## config.mk

```make
export PLATFORM = sky130hd
export DESIGN_NAME = dma_chan_status
export DESIGN_NICKNAME = d
export VERILOG_FILES = /design/src/rtl/dma_chan_status_pkg.sv /design/src/rtl/dma_chan_status_ctrl.sv /design/src/rtl/dma_chan_status_dp.sv /design/src/rtl/dma_chan_status.sv
export SDC_FILE = /design/constraint.sdc
export NUM_CORES = 1
export LEC_CHECK = 0
export BUFFER_PORTS_ARGS = -buffer_cell sky130_fd_sc_hd__buf_4
export CAP_MARGIN = 20
export CORE_MARGIN = 3
export CORE_UTILIZATION = 51
export CTS_BUF_LIST = sky130_fd_sc_hd__clkbuf_16
export DETAILED_ROUTE_END_ITERATION = 10
export PLACE_DENSITY = 0.95
export SETUP_SLACK_MARGIN = 0.05
export SKIP_LAST_GASP = 1
export SYNTH_ARGS = -nofsm -noshare
export SYNTH_HDL_FRONTEND = slang
export SYNTH_SLANG_ARGS = --single-unit
```

## constraint.sdc

```tcl
create_clock -name clk -period 5.9 [get_ports clk]
set_clock_uncertainty 0.15 [all_clocks]
set_input_delay 1.18 -clock clk [delete_from_list [all_inputs] [get_ports clk]]
set_output_delay 1.18 -clock clk [all_outputs]
set_load 0.03 [all_outputs]
```

## src/rtl/dma_chan_status_pkg.sv

```systemverilog
package dma_chan_status_pkg;

  localparam int STATUS_W = 32;
  localparam int CNT_LSB  = 16;
  localparam int EN_BIT   = 0;
  localparam int ACT_BIT  = 1;
  localparam int TR_BIT   = 4;
  localparam int BF_BIT   = 5;
  localparam int DL_BIT   = 6;
  localparam int NUM_FLAGS = 3;

  // index of each sticky flag inside the flag bank
  localparam int FLAG_TR = 0;
  localparam int FLAG_BF = 1;
  localparam int FLAG_DL = 2;

  typedef enum logic [1:0] {
    CH_IDLE  = 2'd0,
    CH_RUN   = 2'd1,
    CH_DRAIN = 2'd2
  } chan_state_t;

  typedef struct packed {
    logic loadCtrl;
    logic loadDesc;
    logic decrement;
    logic setEndTr;
    logic setEndBf;
    logic setDescLd;
    logic readClr;
  } dp_strobes_t;

endpackage

```

## src/rtl/dma_chan_status_ctrl.sv

```systemverilog
module dma_chan_status_ctrl
  import dma_chan_status_pkg::*;
(
  input  logic        clk,
  input  logic        rst,
  input  logic        ctrlWrEn,
  input  logic        ctrlEnable,
  input  logic        ctrlLoadNext,
  input  logic        descLoad,
  input  logic        descEnable,
  input  logic        grant,
  input  logic        pktDone,
  input  logic        xferEnd,
  input  logic        byteStrobe,
  input  logic        fifoEmpty,
  input  logic        statusRd,
  input  logic        cntIsZero,
  input  logic        cntIsOne,
  output dp_strobes_t strb,
  output logic        enSt,
  output logic        actSt,
  output logic        descFetchReq
);

  chan_state_t state, nextState;
  logic        ldNext;
  logic        nextAct;
  logic        bufEnd;
  logic        enClear;
  logic        actStop;
  logic        running;

  assign running = (state != CH_IDLE);

  // counter and flag strobes toward the datapath
  always_comb begin
    strb           = '0;
    strb.loadDesc  = descLoad;
    strb.loadCtrl  = ctrlWrEn & ~descLoad;
    strb.decrement = byteStrobe & running & ~cntIsZero & ~ctrlWrEn & ~descLoad;
    strb.setEndTr  = xferEnd & running;
    strb.setEndBf  = bufEnd;
    strb.setDescLd = descLoad;
    strb.readClr   = statusRd;
  end

  assign bufEnd = byteStrobe & running & cntIsOne & ~ctrlWrEn & ~descLoad;

  // channel enable state: descriptor load, then control write, then end events
  always_comb begin
    nextState = state;
    if (descLoad) begin
      nextState = descEnable ? CH_RUN : CH_IDLE;
    end else if (ctrlWrEn) begin
      if (ctrlEnable)
        nextState = CH_RUN;
      else if (running && actSt && !fifoEmpty)
        nextState = CH_DRAIN;
      else
        nextState = CH_IDLE;
    end else begin
      unique case (state)
        CH_RUN:   if (bufEnd || xferEnd) nextState = CH_IDLE;
        CH_DRAIN: if (fifoEmpty || xferEnd) nextState = CH_IDLE;
        default:  nextState = state;
      endcase
    end
  end

  assign enClear = running && (nextState == CH_IDLE);
  // a buffer end keeps the packet alive for the next descriptor
  assign actStop = enClear && !bufEnd;

  always_comb begin
    nextAct = actSt;
    if (grant && state == CH_RUN && !actStop)
      nextAct = 1'b1;
    else if (pktDone || actStop)
      nextAct = 1'b0;
  end

  always_ff @(posedge clk) begin
    if (rst) begin
      state        <= CH_IDLE;
      actSt        <= 1'b0;
      ldNext       <= 1'b0;
      descFetchReq <= 1'b0;
    end else begin
      state        <= nextState;
      actSt        <= nextAct;
      descFetchReq <= enClear && ldNext;
      if (ctrlWrEn)
        ldNext <= ctrlLoadNext;
    end
  end

  assign enSt = running;

endmodule

```

## src/rtl/dma_chan_status_dp.sv

```systemverilog
module dma_chan_status_dp
  import dma_chan_status_pkg::*;
#(
  parameter int CNT_W = 16
) (
  input  logic                clk,
  input  logic                rst,
  input  dp_strobes_t         strb,
  input  logic [CNT_W-1:0]    ctrlCount,
  input  logic [CNT_W-1:0]    descCount,
  input  logic                enSt,
  input  logic                actSt,
  output logic                cntIsZero,
  output logic                cntIsOne,
  output logic [STATUS_W-1:0] statusWord
);

  localparam int CNT_FIELD_W = STATUS_W - CNT_LSB;

  logic [CNT_W-1:0]     byteCnt;
  logic [NUM_FLAGS-1:0] flagSet;
  logic [NUM_FLAGS-1:0] flagQ;
  logic [CNT_FIELD_W-1:0] cntField;

  always_ff @(posedge clk) begin
    if (rst)
      byteCnt <= '0;
    else if (strb.loadDesc)
      byteCnt <= descCount;
    else if (strb.loadCtrl)
      byteCnt <= ctrlCount;
    else if (strb.decrement)
      byteCnt <= byteCnt - CNT_W'(1);
  end

  assign cntIsZero = (byteCnt == '0);
  assign cntIsOne  = (byteCnt == CNT_W'(1));

  assign flagSet[FLAG_TR] = strb.setEndTr;
  assign flagSet[FLAG_BF] = strb.setEndBf;
  assign flagSet[FLAG_DL] = strb.setDescLd;

  // sticky flags: a set in the read cycle wins over the read clear
  for (genvar i = 0; i < NUM_FLAGS; i++) begin : g_flag
    always_ff @(posedge clk) begin
      if (rst)
        flagQ[i] <= 1'b0;
      else if (flagSet[i])
        flagQ[i] <= 1'b1;
      else if (strb.readClr)
        flagQ[i] <= 1'b0;
    end
  end

  if (CNT_W < CNT_FIELD_W) begin : g_pad
    assign cntField = {{(CNT_FIELD_W - CNT_W){1'b0}}, byteCnt};
  end else begin : g_trunc
    assign cntField = byteCnt[CNT_FIELD_W-1:0];
  end

  always_comb begin
    statusWord                    = '0;
    statusWord[STATUS_W-1:CNT_LSB] = cntField;
    statusWord[EN_BIT]            = enSt;
    statusWord[ACT_BIT]           = actSt;
    statusWord[TR_BIT]            = flagQ[FLAG_TR];
    statusWord[BF_BIT]            = flagQ[FLAG_BF];
    statusWord[DL_BIT]            = flagQ[FLAG_DL];
  end

endmodule

```

## src/rtl/dma_chan_status.sv

```systemverilog
module dma_chan_status
  import dma_chan_status_pkg::*;
#(
  parameter int CNT_W = 16
) (
  input  logic             clk,
  input  logic             rst,
  input  logic             ctrlWrEn,
  input  logic             ctrlEnable,
  input  logic             ctrlLoadNext,
  input  logic [CNT_W-1:0] ctrlCount,
  input  logic             descLoad,
  input  logic             descEnable,
  input  logic [CNT_W-1:0] descCount,
  input  logic             grant,
  input  logic             pktDone,
  input  logic             xferEnd,
  input  logic             byteStrobe,
  input  logic             fifoEmpty,
  input  logic             statusRd,
  output logic [31:0]      statusWord,
  output logic             descFetchReq
);

  dp_strobes_t strb;
  logic        enSt;
  logic        actSt;
  logic        cntIsZero;
  logic        cntIsOne;

  dma_chan_status_ctrl u_ctrl (
    .clk          (clk),
    .rst          (rst),
    .ctrlWrEn     (ctrlWrEn),
    .ctrlEnable   (ctrlEnable),
    .ctrlLoadNext (ctrlLoadNext),
    .descLoad     (descLoad),
    .descEnable   (descEnable),
    .grant        (grant),
    .pktDone      (pktDone),
    .xferEnd      (xferEnd),
    .byteStrobe   (byteStrobe),
    .fifoEmpty    (fifoEmpty),
    .statusRd     (statusRd),
    .cntIsZero    (cntIsZero),
    .cntIsOne     (cntIsOne),
    .strb         (strb),
    .enSt         (enSt),
    .actSt        (actSt),
    .descFetchReq (descFetchReq)
  );

  dma_chan_status_dp #(.CNT_W(CNT_W)) u_dp (
    .clk        (clk),
    .rst        (rst),
    .strb       (strb),
    .ctrlCount  (ctrlCount),
    .descCount  (descCount),
    .enSt       (enSt),
    .actSt      (actSt),
    .cntIsZero  (cntIsZero),
    .cntIsOne   (cntIsOne),
    .statusWord (statusWord)
  );

endmodule

```

# Word level (Yosys, flattened, before mapping)
# Cells that the tools add are included.
[totals]
mem_bits_rw = 0
mem_count = 0
output_inout_bits = 33
wordCells = 62
mem_bits_ro = 0
latch_bits = 0
regBits = 24
[op_classes]
n_bitwise = 12
n_addsub = 1
shift = 0
n_div = 0
n_eq_ne = 3
n_reduce_logical = 21
n_mul = 0
muxes = 17
magnitude_cmp = 0
[ops]
columns = ["cell", "count"]
rows = [
  ["2-to-1 mux 16 bit", 3],
  ["== test 16 x 1 -> 1 bit (second input constant)", 1],
  ["zero test 16 bit", 1],
  ["subtractor 16 x 1 -> 16 bit (second input constant)", 1],
  ["2-to-1 mux 2 bit", 6],
  ["nonzero test 2 bit", 5],
  ["bitwise AND 1 bit", 9],
  ["logical AND 1 bit", 7],
  ["2-to-1 mux 1 bit", 7],
  ["case mux 2 bit (2 select lines)", 1],
  ["zero test 1 bit", 3],
  ["logical OR 1 bit", 3],
  ["inverter 1 bit", 3],
  ["nonzero test 3 bit", 1],
  ["== test 2 x 1 -> 1 bit (second input constant)", 1],
  ["== test 2 bit (second input constant)", 1],
  ["zero test 2 bit", 1],
]

# Longest topological paths before layout
[logic_depth]
word_depth = 16
ltp_mapped = 9
depth_no_buf = 7

# Cells and area by module
# A second synthesis with hierarchy kept.
[unflattened]
cells_unflattened = 224
area_unflattened_um2 = 1783.0
[modules_own_cells]
columns = ["module", "n_inst", "cells_per_inst", "area_per_inst_um2"]
rows = [
  ["dma_chan_status_dp", 1, 183, 1407.6],
  ["dma_chan_status_ctrl", 1, 41, 375.4],
]

# Worst setup path before layout
# No wires, ideal clock.
[synth_timing]
path_type = "input-to-reg"
from = "input byteStrobe"
to = "register u_ctrl.actSt"
setup_slack_ns = 3.345
stages = 5
setup_time_ns = 0.091
arrival_time_ns = 2.314
t_required_ns = 5.659
cell_sequence = "nor2b_1 -> clkbuf_1 -> nand3_1 -> or3_1 -> a311oi_1"
[synth_between]
elab_chain_cells = 15
[synth_lines]
columns = ["item", "line", "text"]
rows = [
  ["start, declared", "dma_chan_status.sv:18", "input logic byteStrobe,"],
  ["bitwise AND 1 bit (*) (4 in a row)", "dma_chan_status_ctrl.sv:47", "assign bufEnd = byteStrobe & running & cntIsOne & ~ctrlWrEn & ~descLoad;"],
  ["logical OR 1 bit", "dma_chan_status_ctrl.sv:63", "CH_RUN: if (bufEnd || xferEnd) nextState = CH_IDLE;"],
  ["2-to-1 mux 2 bit", "dma_chan_status_ctrl.sv:63", ""],
  ["case mux 2 bit (2 select lines)", "dma_chan_status_ctrl.sv:62", "unique case (state)"],
  ["2-to-1 mux 2 bit", "dma_chan_status_ctrl.sv:54", "end else if (ctrlWrEn) begin"],
  ["2-to-1 mux 2 bit", "dma_chan_status_ctrl.sv:52", "if (descLoad) begin"],
  ["zero test 2 bit", "dma_chan_status_ctrl.sv:70", "assign enClear = running && (nextState == CH_IDLE);"],
  ["logical AND 1 bit", "dma_chan_status_ctrl.sv:70", ""],
  ["logical AND 1 bit (*)", "dma_chan_status_ctrl.sv:72", "assign actStop = enClear && !bufEnd;"],
  ["zero test 1 bit", "dma_chan_status_ctrl.sv:76", "if (grant && state == CH_RUN && !actStop)"],
  ["logical AND 1 bit", "dma_chan_status_ctrl.sv:76", ""],
  ["2-to-1 mux 1 bit / nonzero test 2 bit (equally long branches)", "n/a", ""],
  ["end signal, assigned", "dma_chan_status_ctrl.sv:90", "actSt <= nextAct;"],
  ["end, declared", "dma_chan_status_ctrl.sv:21", "output logic actSt,"],
]
# Every way passes the cells marked *; elsewhere a longest branch is shown, timed or not.
# A chain may end at the register's enable or synchronous reset.

# Worst setup path after layout
[layout_timing]
from = "input ctrlWrEn"
to = "register u_dp.byteCnt[9]"
[layout_between]
elab_chain_cells = 4
[layout_lines]
columns = ["item", "line", "text"]
rows = [
  ["start, declared", "dma_chan_status.sv:8", "input logic ctrlWrEn,"],
  ["inverter 1 bit", "dma_chan_status_ctrl.sv:40", "strb.decrement = byteStrobe & running & ~cntIsZero & ~ctrlWrEn & ~descLoad;"],
  ["bitwise AND 1 bit (2 in a row)", "dma_chan_status_ctrl.sv:40", ""],
  ["nonzero test 3 bit (no line)", "n/a", ""],
  ["end signal, assigned", "dma_chan_status_dp.sv:29", "byteCnt <= descCount;"],
  ["end signal, assigned", "dma_chan_status_dp.sv:31", "byteCnt <= ctrlCount;"],
  ["end signal, assigned", "dma_chan_status_dp.sv:33", "byteCnt <= byteCnt - CNT_W'(1);"],
  ["end, declared", "dma_chan_status_dp.sv:20", "logic [CNT_W-1:0] byteCnt;"],
]
# Several ways; a longest one is shown, not always the timed one.

==> impl_metrics.ini <==
[clock_tree]
clockRootBuffer = clkbuf_16
cts.reportedPaths.clkPinSlew_ns = 0.07
h-tree-depth = 1
ctsResizeCount = 0
cts_hold_buf = 0
numCtsBuffers = 3
cts_sinks = 24
cts_tree = done
cts_max_path_buffers = 2
postCtsSetupRepairBufs = 0
insertion_delay_ns = 0.26

[floorplanning]
start_util_pct = 55.08
die_width_um = 64.36
core_sq_um = 3153
num_rows = 20
dieArea_sq_um = 4142
die-height_um = 64.36
io_pins = 78

[synth]
yosys_warnings = 0
netlist_area_sq_um = 1737
yosysSeqAreaShare_pct = 27.67
synth_top_cell_area_share_pct = 27.67
synth_edf_count = 0
yosysTopAreaCell = dfxtp_1
synth_area_leaders = dfxtp_1, buf_4, a21oi_1, a211oi_1, ha_1
async_flop_share_pct = 0
syn_inst = 226
syn_area_per_cell_sq_um = 7.684
yosysMostFrequentCell = dfxtp_1
ys_ff_latch = 24
ys_types = 50
ys_top_cells_by_count = dfxtp_1, a21oi_1, nand2_1, nor2_1, buf_4
synth_ff_type = dfxtp_1

[power]
peakVddDrop_uv = 128.7
p_per_area_nw_per_um2 = 247.2
p_leak_nw = 0.9921

[sta]
whs_ns = 0.3179
rsz0062_at_grt = no
worst_slew_pin_slew_ns = 0.8641
maxSlewViolCount = 0
finalSetupTns_ns = 0
period_needed_ns = 2.907
period_share_pct = 49.27
hold_violations = 0
relSlewSlack_pct = 42.28
setup-violations-final = 0
fmax_mhz = 344.0

[setup_path]
start_kind = primary input
critPathKind = in2reg
required_ns = 5.90
cp-end-kind = register
cp.arrival_ns = 2.91
crit_fanout = 23

[grt]
track_usage_pct = 25.32
antenna_found_initial = 0
grt_first_pass_wirelength_um = 8521
grt.overflow.total = 0
grt_start_max_net_pins = 32
grt_pass1_vias = 1898

[routing]
vias = 1986
via_per_inst = 6.168
ant_nets = 0
wl_um = 5195
initialDrtViolationCount = 191
route.detailed.drc = 0
firstDrtPassIters = 4
wl_per_cell_um = 16.13

[placement]
place_area_sq_um = 2157
gp_congestion = 0.9021
io_buffers = 66
post-dp-hpwl_um = 3628
dp.cells = 318

[run_status]
status = completed

[cells_and_area]
stdcell_area_sq_um = 2262
utilization_pct = 71.75
nets = 330
drive_gt1_share_pct = 27.34
antennaDiodeCount = 0
fin_cells = 322
area_growth_pct = 30.26

[run]
drv_cap = 0

[min_path]
worst_hold_path_type = reg2reg
[cells in the final DEF (no fill, tap or decap), drive strengths merged, types with 2 or more instances in the layout]
master	count
a21o	2
a211oi	10
mux2i	4
or4	4
or3b	2
nor2b	4
nand2b	4
nand3	5
a22oi	9
ha	6
or3	2
o31ai	2
a2111oi	2
inv	12
nor3	6
nor3b	2
nand4	3
nand2	18
a21oi	18
nor2	18
nor4b	2
buf	66
a311oi	3
o41ai	4
o21ai	8
conb	11
clkbuf	3
a31oi	2
dfxtp	24
o211ai	2
nor4	7
[cells by family after synthesis]
group | count (synthesis) | synth area share (%)
compound gates | 69 | 27.38
xor+xnor | 2 | 1.009
fa+ha+maj | 6 | 4.323
buf+inv | 40 | 12.25
flops | 24 | 27.67
mux | 4 | 2.306
other cells | 1 | 0.2159
simple gates | 80 | 24.86
[path summary, 6_finish.rpt]
kind / end / from / cells past startpoint / slack [ns]
setup / recovery: u_dp.byteCnt[9]$_SDFFE_PP0P_ / ctrlWrEn / 5 / 2.99
hold reg to reg: u_dp.statusWord[5]$_SDFFE_PP0P_ / u_dp.statusWord[5]$_SDFFE_PP0P_ / 2 / 0.32
hold / removal: u_dp.statusWord[5]$_SDFFE_PP0P_ / u_dp.statusWord[5]$_SDFFE_PP0P_ / 2 / 0.32
setup reg to reg: u_dp.byteCnt[9]$_SDFFE_PP0P_ / u_ctrl.state[0]$_SDFF_PP0_ / 6 / 3.32
[area by class of cell]
type	count	area, sq um
clock buffer	3	75.07
clock inverter	1	30.03
fill	242	890.9
inverter	12	45.04
multi-input combinational	172	1081
sequential	24	480.5
tap	44	55.05
timing repair buffer	66	495.5
[metal layers]
| layer | part of all wire, % | GRT usage, % | vias up |
|---|---|---|---|
| met5 | 0 | 0 | - |
| met4 | 2.7 | 11.08 | 0 |
| met3 | 11 | 5.097 | 19 |
| met2 | 49 | 40.59 | 129 |
| met1 | 38 | 32.66 | 919 |
| li1 | - | - | 919 |
[power breakdown]
group          leakage, nW  total, mW  internal [mW]  switching [mW]
clock               0.0511      0.198          0.135          0.0631
combinational        0.744      0.169         0.0698          0.0996
sequential           0.197      0.192          0.173          0.0185
[state kept, by name, indices dropped and copies added (netlist names)]
| name | flops |
|---|---|
| u_dp.byteCnt | 16 |
| u_ctrl.actSt | 1 |
| u_ctrl.ldNext | 1 |
| u_ctrl.state | 2 |
| u_dp.statusWord | 3 |
| u_ctrl.descFetchReq | 1 |
[worst max-delay path, cell delays in order]
cell	delay (ns)
buf_4	0.23
nor2b_1	0.73
a22oi_1	0.21
o211a_1	0.20
a2111oi_1	0.34
[metrics by stage]
stage / setup slack, ns / power (mW)
after detailed placement: 2.762 / 0.3591
after CTS: 3.017 / 0.5559
final: 2.993 / 0.5592
after floorplan: 3.345 / 0.3082
after global placement: 2.884 / 0.3551
after global routing: 2.876 / 0.5842
Power figures use the tool's default switching activity.
